===== src/rtl/cdq_pkg.sv =====
package cdq_pkg;

  // bits needed to hold values 0..limit
  function automatic int bits_for(input int limit);
    return (limit < 1) ? 1 : $clog2(limit + 1);
  endfunction

  // a gap counter value at or above the window means the carrier is stale
  function automatic logic gap_expired(input int unsigned cnt, input int unsigned window);
    return cnt >= window;
  endfunction

  // run count after one more edge, saturating at the target
  function automatic int unsigned run_next(input int unsigned cnt, input int unsigned target);
    return (cnt >= target) ? target : cnt + 1;
  endfunction

endpackage


===== src/rtl/cdq_sync_edge.sv =====
module cdq_sync_edge #(
  parameter int SYNC_STAGES = 2
) (
  input  logic clk,
  input  logic rst_n,
  input  logic din,
  output logic rise
);
  logic [SYNC_STAGES-1:0] chain;
  logic                   last_q;

  generate
    if (SYNC_STAGES == 1) begin : g_one
      always_ff @(posedge clk or negedge rst_n)
        if (!rst_n) chain <= '0;
        else        chain <= din;
    end else begin : g_many
      always_ff @(posedge clk or negedge rst_n)
        if (!rst_n) chain <= '0;
        else        chain <= {chain[SYNC_STAGES-2:0], din};
    end
  endgenerate

  always_ff @(posedge clk or negedge rst_n)
    if (!rst_n) last_q <= 1'b0;
    else        last_q <= chain[SYNC_STAGES-1];

  assign rise = chain[SYNC_STAGES-1] & ~last_q;
endmodule


===== src/rtl/cdq_gap_timer.sv =====
module cdq_gap_timer
  import cdq_pkg::*;
#(
  parameter int GAP_CYCLES = 1152
) (
  input  logic clk,
  input  logic rst_n,
  input  logic rx_en,
  input  logic rise,
  output logic timeout
);
  localparam int GW = bits_for(GAP_CYCLES);
  localparam logic [GW-1:0] GAP_V = GW'(GAP_CYCLES);

  logic [GW-1:0] gap_cnt;

  always_ff @(posedge clk or negedge rst_n)
    if (!rst_n)                gap_cnt <= '0;
    else if (!rx_en || rise)   gap_cnt <= '0;
    else if (gap_cnt < GAP_V)  gap_cnt <= gap_cnt + 1'b1;

  assign timeout = gap_expired(int'(gap_cnt), GAP_CYCLES);
endmodule


===== src/rtl/cdq_run_counter.sv =====
module cdq_run_counter
  import cdq_pkg::*;
#(
  parameter int PULSES_NEEDED = 4
) (
  input  logic                                clk,
  input  logic                                rst_n,
  input  logic                                rx_en,
  input  logic                                rise,
  input  logic                                timeout,
  output logic [bits_for(PULSES_NEEDED)-1:0]  run_cnt,
  output logic                                carrier
);
  localparam int CW = bits_for(PULSES_NEEDED);
  localparam logic [CW-1:0] LAST_V = CW'(PULSES_NEEDED - 1);

  always_ff @(posedge clk or negedge rst_n)
    if (!rst_n) begin
      run_cnt <= '0;
      carrier <= 1'b0;
    end else if (!rx_en) begin
      run_cnt <= '0;
      carrier <= 1'b0;
    end else if (timeout) begin
      carrier <= 1'b0;
      run_cnt <= rise ? CW'(1) : '0;
    end else if (rise) begin
      run_cnt <= CW'(run_next(int'(run_cnt), PULSES_NEEDED));
      if (run_cnt >= LAST_V) carrier <= 1'b1;
    end
endmodule


===== src/rtl/carrier_qualifier.sv =====
module carrier_qualifier
  import cdq_pkg::*;
#(
  parameter int PULSES_NEEDED = 4,
  parameter int GAP_CYCLES    = 1152,
  parameter int SYNC_STAGES   = 2
) (
  input  logic clk,
  input  logic rst_n,
  input  logic cmp_pulse,
  input  logic rts_n,
  output logic carrier_ok
);
  localparam int CW = bits_for(PULSES_NEEDED);

  logic          edge_seen;
  logic          timeout;
  logic          rx_en;
  logic [CW-1:0] pulse_cnt;

  assign rx_en = rts_n;

  cdq_sync_edge #(.SYNC_STAGES(SYNC_STAGES)) u_sync (
    .clk(clk), .rst_n(rst_n), .din(cmp_pulse), .rise(edge_seen)
  );

  cdq_gap_timer #(.GAP_CYCLES(GAP_CYCLES)) u_gap (
    .clk(clk), .rst_n(rst_n), .rx_en(rx_en), .rise(edge_seen), .timeout(timeout)
  );

  cdq_run_counter #(.PULSES_NEEDED(PULSES_NEEDED)) u_run (
    .clk(clk), .rst_n(rst_n), .rx_en(rx_en), .rise(edge_seen),
    .timeout(timeout), .run_cnt(pulse_cnt), .carrier(carrier_ok)
  );
endmodule


===== config.mk =====
export PLATFORM = sky130hd
export DESIGN_NAME = carrier_qualifier
export DESIGN_NICKNAME = d
export VERILOG_FILES = /design/src/rtl/cdq_pkg.sv /design/src/rtl/cdq_sync_edge.sv /design/src/rtl/cdq_gap_timer.sv /design/src/rtl/cdq_run_counter.sv /design/src/rtl/carrier_qualifier.sv
export SDC_FILE = /design/constraint.sdc
export NUM_CORES = 1
export LEC_CHECK = 0
export ABC_CLOCK_PERIOD_IN_PS = 2400
export CORE_ASPECT_RATIO = 1.1
export CORE_UTILIZATION = 40
export DETAILED_ROUTE_END_ITERATION = 7
export PLACE_DENSITY_LB_ADDON = 0.08
export SETUP_SLACK_MARGIN = 0.02
export SLEW_MARGIN = 30
export SYNTH_ARGS = -nofsm -noshare
export SYNTH_HDL_FRONTEND = slang
export SYNTH_HIERARCHICAL = 1
export SYNTH_SLANG_ARGS = --single-unit
export TNS_END_PERCENT = 50

===== constraint.sdc =====
create_clock -name clk -period 2.4 [get_ports clk]
set_clock_uncertainty 0.05 [all_clocks]
set_input_delay 0.24 -clock clk [delete_from_list [all_inputs] [get_ports clk]]
set_output_delay 0.24 -clock clk [all_outputs]
set_load 0.02 [all_outputs]

After elaboration in Yosys (flattened, before gate mapping):

Index checks and enable logic that the tools add are counted.

* $add $sub $neg: 2
* magnitude comparators: 4
* eq/ne operators: 2
* multiplexer cells: 11
* bitwise logic cells: 2
* reductions and logical operators: 4

Operators with widths (count)
* $mux 11: 2
* $mux 3: 4
* $add 11x1->11 const B: 1
* $ge 11x11->1 const B: 1
* $lt 11x11->1 const B: 1
* $ne 3x1->1 const B: 2
* $mux 1: 5
* $add 3x1->3 const B: 1
* $ge 3x2->1 const B: 1
* $ge 3x3->1 const B: 1
* $reduce_and 2->1: 1
* $reduce_bool 2->1: 1
* $and 1x1->1: 1
* $logic_not 1->1: 1
* $logic_or 1x1->1: 1
* $not 1->1: 1

* bits in registers: 18
* output and inout port bits: 1
* logic and storage cells: 30

Longest topological paths before layout:

Gate-level depths: netlist of the first run.

* depth in word-level cells: 5
* mapped depth: 5

Cells and area by module:

Netlist of the first run, hierarchy kept.

Modules (own cells, without submodules)
* cdq_gap_timer: instances 1, cells an instance 63, area an instance 610.6 um^2, seq. area each 275.3 um^2
* cdq_run_counter: instances 1, cells an instance 22, area an instance 230.2 um^2, seq. area each 100.1 um^2
* cdq_sync_edge: instances 1, cells an instance 4, area an instance 88.8 um^2, seq. area each 75.1 um^2

Worst setup path after synthesis of the first run:

No wires, ideal clock.

* path type: flip-flop to flip-flop
* start point: reg u_gap.gap_cnt[7]
* end point: reg u_gap.gap_cnt[7]
* arrival: 1.436 ns
* data required time: 2.271 ns
* setup slack: 0.834 ns
* cell stages (with the launch flop): 6
* path buffers: 1
* cells stage by stage: dfrtp_1 > o31ai_4 > inv_2 > buf_2 > nor4b_2 > mux2i_1

* cells in the longest elaborated chain, start to end: 3

RTL lines
* start, declared: RTL line cdq_gap_timer.sv:15 `logic [GW-1:0] gap_cnt;`
* start signal, assigned: RTL line cdq_gap_timer.sv:20 `else if (gap_cnt < GAP_V) gap_cnt <= gap_cnt + 1'b1;`
* $add 11x1->11: RTL line cdq_gap_timer.sv:20
* $mux 11: RTL line cdq_gap_timer.sv:20
* $mux 11: RTL line cdq_gap_timer.sv:19 `else if (!rx_en || rise) gap_cnt <= '0;`

Several ways; a longest one is shown, not always the timed one. The select of a mux whose other input is x is not followed.
A chain may end at the register's enable or synchronous reset.

Final worst setup path of the first run:

* start point: reg u_gap.gap_cnt[7]
* end point: reg u_gap.gap_cnt[6]

* cells in the longest elaborated chain, start to end: 2

RTL lines (RTL line)
* $lt 11x11->1: cdq_gap_timer.sv:20
* $reduce_bool 2->1 (no source line)

Every way passes these cells.

==> impl_metrics.ini, run 1 <==
[detailed_routing]
drt_wl_total_um = 1600
routed-via-count = 655
drtAntennaViolNets = 0
avgViaCountPerCell = 5.28
wl_per_cell_um = 12.9
route.detailed.drc = 0
drt_first_pass_iters = 4
drt_first_iter_violations = 8

[worst_setup_path]
cp_slowest_cell = sky130_fd_sc_hd__or4_1
crit_chain = o31ai_4 > inv_2 > or4_1 > a21oi_1
worst_path_largest_cell_delay_ps = 520
criticalPathCategory = reg -> reg
timing.critical_path.from_type = flip-flop
endpoint_kind = flip-flop
critPathMaxFanout = 16
cp.required_ps = 2580
cp_data_arrival_time_ps = 1910

[die]
die-width_um = 48.0
floorplan.die_area_um2 = 2520
io_pins = 5
row_count = 17
floorplan.die.height_um = 52.6
core-area_um2 = 2110
initial_utilization_pct = 44.1

[place]
place_congestion = 0.773
dp_cells = 120
port_buffers = 4
place_hpwl_um = 1150

[final_layout]
fillers = 190
area.growth.synth_to_final_pct = 11.8
diodes = 0
post_layout_nonfiller_instances = 124
multiInputGateArea_um2 = 440
ff_latch_area_um2 = 450
fraction_of_final_layout_cells_with_drive_strength_greater_than_1_pct = 10.4
final_net_count = 106

[timing]
fmax_ghz = 0.581
timing.setup.tns_ps = 0
finalHoldViolCount = 0
report.final.slew_viol_count = 0
worst_pin_slew_ps = 336
setup_viol_count_final = 0
period_minus_slack_ps = 1720
final.period_utilization_pct = 71.8
grt_setup_unrepaired = no
timing.slew.headroom_pct = 77.6
hold-worst-slack_ps = 201

[clock_tree]
clockRootBuffer = sky130_fd_sc_hd__clkbuf_4
numCtsBuffers = 3
clkLatencyLatePin_ps = 300
ctsLongestPathBuffers = 2
cts.htree.levels = 1
cts_tree = built
cts_hold_buffers = 0
clkSinkCount = 18
clock_slew_seen_by_the_registers_of_the_worst_setup_and_hold_paths_ps = 110
postCtsSetupRepairBufs = 0
quantity_of_gates_resized_following_cts = 0

[logic_synthesis]
number_of_warning_messages_in_the_yosys_log = 6
postSynth.asyncResetShare_pct = 100
synth-seq-cells = 18
synth_edf_count = 0
synthesis.instances = 89
synth_sequential_area_ratio_pct = 48.5
synth_nets = 98
average_instance_area_after_synthesis_um2 = 10.4
ys.flop_type = sky130_fd_sc_hd__dfrtp_1
synth.distinct_cells = 29
total_standard_cell_area_after_synthesis_um2 = 930

[global_routing]
grt_pass1_wl_um = 2880
vias_in_the_first_global_route = 648
grt_overflow = 0
antenna_found_initial = 0
grt_max_degree = 19
grtUsageTotal_pct = 17.1

[pwr]
leakagePower_uw = 0.000418
power_density_nw_per_um2 = 524
max-vdd-ir-drop_uv = 288

[min_path]
holdCritPathClass = in -> async

[status]
status = finished clean

[job]
maxcap_viol_count = 0
[stage by stage]
stage               area [um^2]  utilization (%)  power (uW)  setup slack [ps]
finish                     1040             49.4         545               677
global route               1040             49.4         571               562
CTS                        1040             49.4         554               660
detailed placement         1000             47.7         362               684
global placement           1000             47.7         362               725
floorplan                   930                -         343               834
[final cells by class]
type / count / share of cell area (%)
clock buffers: 4 / 3.49
inverters: 8 / 2.89
multi-input cells: 61 / 42.4
flip-flops and latches: 18 / 43.3
well taps: 28 / 3.37
repair buffers: 5 / 4.57
[where the power goes]
group / switching, uW / internal [uW] / leakage [uW] / total (uW)
clock network: 97.6 / 92.6 / 0.0000210 / 190
logic: 21.1 / 16.5 / 0.000155 / 37.6
registers: 6.90 / 311 / 0.000242 / 317
[layout by cell type (no fill, tap or decap)]
| cell type | netlist | routed |
|---|---|---|
| sky130_fd_sc_hd__dfrtp_1 | 18 | 18 |
| sky130_fd_sc_hd__a21oi_1 | 8 | 8 |
| sky130_fd_sc_hd__inv_1 | 7 | 7 |
| sky130_fd_sc_hd__nand2b_1 | 5 | 5 |
| sky130_fd_sc_hd__nand2_1 | 5 | 5 |
| sky130_fd_sc_hd__ha_1 | 5 | 5 |
| sky130_fd_sc_hd__clkdlybuf4s50_1 | 0 | 4 |
| sky130_fd_sc_hd__nor2_1 | 4 | 4 |
| sky130_fd_sc_hd__nand3_1 | 4 | 4 |
| sky130_fd_sc_hd__clkbuf_4 | 0 | 3 |
| sky130_fd_sc_hd__mux2i_1 | 3 | 3 |
| sky130_fd_sc_hd__o31ai_1 | 3 | 3 |
| sky130_fd_sc_hd__or4_1 | 3 | 3 |
| sky130_fd_sc_hd__o21ai_0 | 3 | 3 |
| sky130_fd_sc_hd__or3_1 | 3 | 3 |
| sky130_fd_sc_hd__nor3_1 | 2 | 2 |
| sky130_fd_sc_hd__nand3b_1 | 2 | 2 |
| sky130_fd_sc_hd__clkbuf_8 | 0 | 1 |
| sky130_fd_sc_hd__buf_4 | 0 | 1 |
| sky130_fd_sc_hd__o31ai_4 | 1 | 1 |
| sky130_fd_sc_hd__inv_2 | 1 | 1 |
| sky130_fd_sc_hd__nor2b_1 | 1 | 1 |
| sky130_fd_sc_hd__nor4_2 | 1 | 1 |
| sky130_fd_sc_hd__nor4b_2 | 1 | 1 |
| sky130_fd_sc_hd__nor4_1 | 1 | 1 |
| sky130_fd_sc_hd__o21a_1 | 1 | 1 |
| sky130_fd_sc_hd__a2111oi_1 | 1 | 1 |
| sky130_fd_sc_hd__o21bai_1 | 1 | 1 |
| sky130_fd_sc_hd__nor4bb_1 | 1 | 1 |
| sky130_fd_sc_hd__a31o_1 | 1 | 1 |
| sky130_fd_sc_hd__nor2b_4 | 1 | 1 |
[synthesized netlist by cell type (2+ instances only)]
master	count	share of area, %
sky130_fd_sc_hd__or4_1	3	2.4
sky130_fd_sc_hd__ha_1	5	6.7
sky130_fd_sc_hd__nand2_1	5	2.0
sky130_fd_sc_hd__nand2b_1	5	3.4
sky130_fd_sc_hd__nand3b_1	2	1.6
sky130_fd_sc_hd__nand3_1	4	2.2
sky130_fd_sc_hd__dfrtp_1	18	48
sky130_fd_sc_hd__nor2_1	4	1.6
sky130_fd_sc_hd__or3_1	3	2.0
sky130_fd_sc_hd__a21oi_1	8	4.3
sky130_fd_sc_hd__inv_1	7	2.8
sky130_fd_sc_hd__o21ai_0	3	1.6
sky130_fd_sc_hd__nor3_1	2	1.1
sky130_fd_sc_hd__mux2i_1	3	3.2
sky130_fd_sc_hd__o31ai_1	3	2.4
[kinds of logic (layout without fill, tap and decap cells)]
kind of cell / count (synthesis) / in the layout / synth area share (%)
muxes: 3 / 3 / 3.23
DFF: 18 / 18 / 48.5
buffers and inverters: 10 / 17 / 4.17
and+or+nand+nor: 34 / 34 / 23.1
adders and majority gates: 5 / 5 / 6.73
AOI/OAI and AO/OA: 19 / 19 / 14.3
[state kept, by name, indices dropped and copies added, names as in the netlist]
register / flops
u_sync/last_q: 1
u_run/carrier: 1
u_run/run_cnt: 3
u_gap/gap_cnt: 11
u_sync/chain: 2
[worst paths after layout]
check                                  from          endpoint  slack [ps]  cells past startpoint
setup / recovery           u_gap/gap_cnt[7]  u_gap/gap_cnt[6]         680                      4
hold / removal                        rst_n  u_gap/gap_cnt[4]         200                      2
setup reg to reg           u_gap/gap_cnt[7]  u_gap/gap_cnt[6]         680                      4
hold reg to reg             u_sync/chain[0]   u_sync/chain[1]         320                      0
max in group asynchronous             rst_n   u_sync/chain[0]        1890                      2
min in group clk            u_sync/chain[0]   u_sync/chain[1]         320                      0
[routing by layer]
layer | vias to the layer above | track usage, % | part of all wire, %
li1 | 330 | - | -
met1 | 315 | 21.7 | 47
met2 | 6 | 26.6 | 48
met3 | 4 | 3.10 | 2.4
met4 | 0 | 9.72 | 2.8
met5 | - | 0 | 0
[worst max-delay path: cells and delay by family (launching register included)]
family / cells / cell delay, ps
flip-flops: 1 / 450
buffers and inverters: 1 / 170
AO/OA/AOI/OAI: 2 / 470
AND/OR/NAND/NOR: 1 / 520
Power figures use the tool's default switching activity.
==> inputs of run 2 (changes only) <==
--- a/config.mk
+++ b/config.mk
@@ -5,7 +5,7 @@
 export SDC_FILE = /design/constraint.sdc
 export NUM_CORES = 1
 export LEC_CHECK = 0
-export ABC_CLOCK_PERIOD_IN_PS = 2400
+export ABC_CLOCK_PERIOD_IN_PS = 1550
 export CORE_ASPECT_RATIO = 1.1
 export CORE_UTILIZATION = 40
 export DETAILED_ROUTE_END_ITERATION = 7
==> constraint.sdc (replaced) <==
create_clock -name clk -period 1.55 [get_ports clk]
set_clock_uncertainty 0.05 [all_clocks]
set_input_delay 0.155 -clock clk [delete_from_list [all_inputs] [get_ports clk]]
set_output_delay 0.155 -clock clk [all_outputs]
set_load 0.02 [all_outputs]
==> impl_metrics.ini, run 2 (synthesized netlist as in run 1, its figures left out) <==
[timing]
grt_setup_unrepaired = yes
fmax_ghz = 0.657
hold-worst-slack_ps = 151
period_minus_slack_ps = 1520
fin_ws_ps = 28.3
report.final.slew_viol_count = 0
timing.slew.headroom_pct = 72.0
timing.setup.tns_ps = 0
worst_pin_slew_ps = 418
setup_viol_count_final = 0
finalHoldViolCount = 0
final.period_utilization_pct = 98.2

[detailed_routing]
drt_wl_total_um = 1760
drt_first_pass_iters = 4
routed-via-count = 717
wl_per_cell_um = 13.0
drt_first_iter_violations = 11
avgViaCountPerCell = 5.27
route.detailed.drc = 0
drtAntennaViolNets = 0

[place]
port_buffers = 4
dpl_worst_slack_ps = -13.9
place_hpwl_um = 1260
place_congestion = 0.712

[die]
die-width_um = 48.0
row_count = 17
initial_utilization_pct = 44.1
floorplan.die_area_um2 = 2520
floorplan.die.height_um = 52.6
io_pins = 5
core-area_um2 = 2110

[worst_setup_path]
r2r_setup_slack_ps = 30
criticalPathCategory = reg -> reg
worst-r2r-cell-count = 5
endpoint_kind = flip-flop
crit_chain = o31ai_4 > inv_2 > buf_6 > or3_1 > a21oi_1
worst_path_largest_cell_delay_ps = 420
cp_slowest_cell = sky130_fd_sc_hd__dfrtp_1
timing.critical_path.from_type = flip-flop
cp_data_arrival_time_ps = 1680
cp.required_ps = 1710
critPathMaxFanout = 7

[final_layout]
finalCoreUtilization_pct = 55.2
most-common-layout-cells = 18 x sky130_fd_sc_hd__dfrtp_1, 13 x sky130_fd_sc_hd__buf_4, 7 x sky130_fd_sc_hd__inv_1, 7 x sky130_fd_sc_hd__a21oi_1
top_register = u_gap/gap_cnt
fillers = 174
mostFrequentLayoutCell = sky130_fd_sc_hd__dfrtp_1
diodes = 0
reg.largest.list = u_gap/gap_cnt: 11 flops, u_run/run_cnt: 3 flops, u_sync/chain: 2 flops
area.growth.synth_to_final_pct = 25.0
fraction_of_final_layout_cells_with_drive_strength_greater_than_1_pct = 25.0
final_net_count = 119
largest_register_ffs = 11
multiInputGateArea_um2 = 473
ff_latch_area_um2 = 450

[clock_tree]
cts_hold_buffers = 0
cts_tree = built
clkLatencyLatePin_ps = 290
clockRootBuffer = sky130_fd_sc_hd__clkbuf_4
numCtsBuffers = 3
clock_slew_seen_by_the_registers_of_the_worst_setup_and_hold_paths_ps = 100
ctsLongestPathBuffers = 2
cts.htree.levels = 1
clkSinkCount = 18

[pwr]
max-vdd-ir-drop_uv = 505
power_density_nw_per_um2 = 680
leakagePower_uw = 0.000494
pnr_total_power_uw = 790

[global_routing]
grt_pass1_wl_um = 2690
vias_in_the_first_global_route = 616
antenna_found_initial = 0
grt_overflow = 0
grt_max_degree = 19
grtUsageTotal_pct = 15.5

[status]
status = finished clean

[min_path]
holdCritPathClass = in -> async

[job]
maxcap_viol_count = 0
==> run 2: stage by stage <==
| stage | cells | area, um^2 |
|---|---|---|
| 6_report | 136 | 1160 |
| 5_1_grt | 136 | 1160 |
| 4_1_cts | 134 | 1110 |
| 3_5_place_dp | 129 | 1070 |
| 3_3_place_gp | 129 | 1070 |
| 2_1_floorplan | 89 | 930 |
==> run 2: path summary, 6_finish.rpt <==
kind	startpoint	endpoint
setup reg to reg	u_gap/gap_cnt[9]	u_gap/gap_cnt[3]
setup / recovery	u_gap/gap_cnt[9]	u_gap/gap_cnt[3]
min in group clk	cmp_pulse	u_sync/chain[0]
max in group asynchronous	rst_n	u_gap/gap_cnt[5]
hold / removal	rst_n	u_run/run_cnt[1]
hold reg to reg	u_sync/chain[0]	u_sync/chain[1]
==> run 2: repair_timing <==
item / in CTS / in global routing
buffers inserted: 2 / 2
hold endpoints to repair: 0 / 0
resized for setup: 1 / 7
setup endpoints to repair: 5 / 11
pin swaps: 8 / 3
==> run 2: cell type report <==
cell class              instances  share of cell area, %
multi-input cells              61                   40.7
flip-flops and latches         18                   38.8
repair buffers                 18                   13.0
well taps                      28                   3.01
inverters                       8                   2.58
clock buffers                   3                   1.94
==> run 2: critical path: cells and delay by family (launching register included) <==
kind                   cells  cell delay, ps
flip-flops                 1             420
buffers and inverters      2             250
AND/OR/NAND/NOR            1             340
AO/OA/AOI/OAI              2             400
==> run 2: routing by layer <==
layer	share of wire (%)	track usage, %	vias to the layer above
li1	-	-	357
met1	48	20.5	351
met2	47	23.2	7
met3	3.2	6.21	2
met4	0.79	4.17	0
met5	0	0	-
==> run 2: report_power, final <==
part           internal [uW]  switching [uW]
logic                   34.4            39.8
clock network           90.2             135
registers                481            9.51
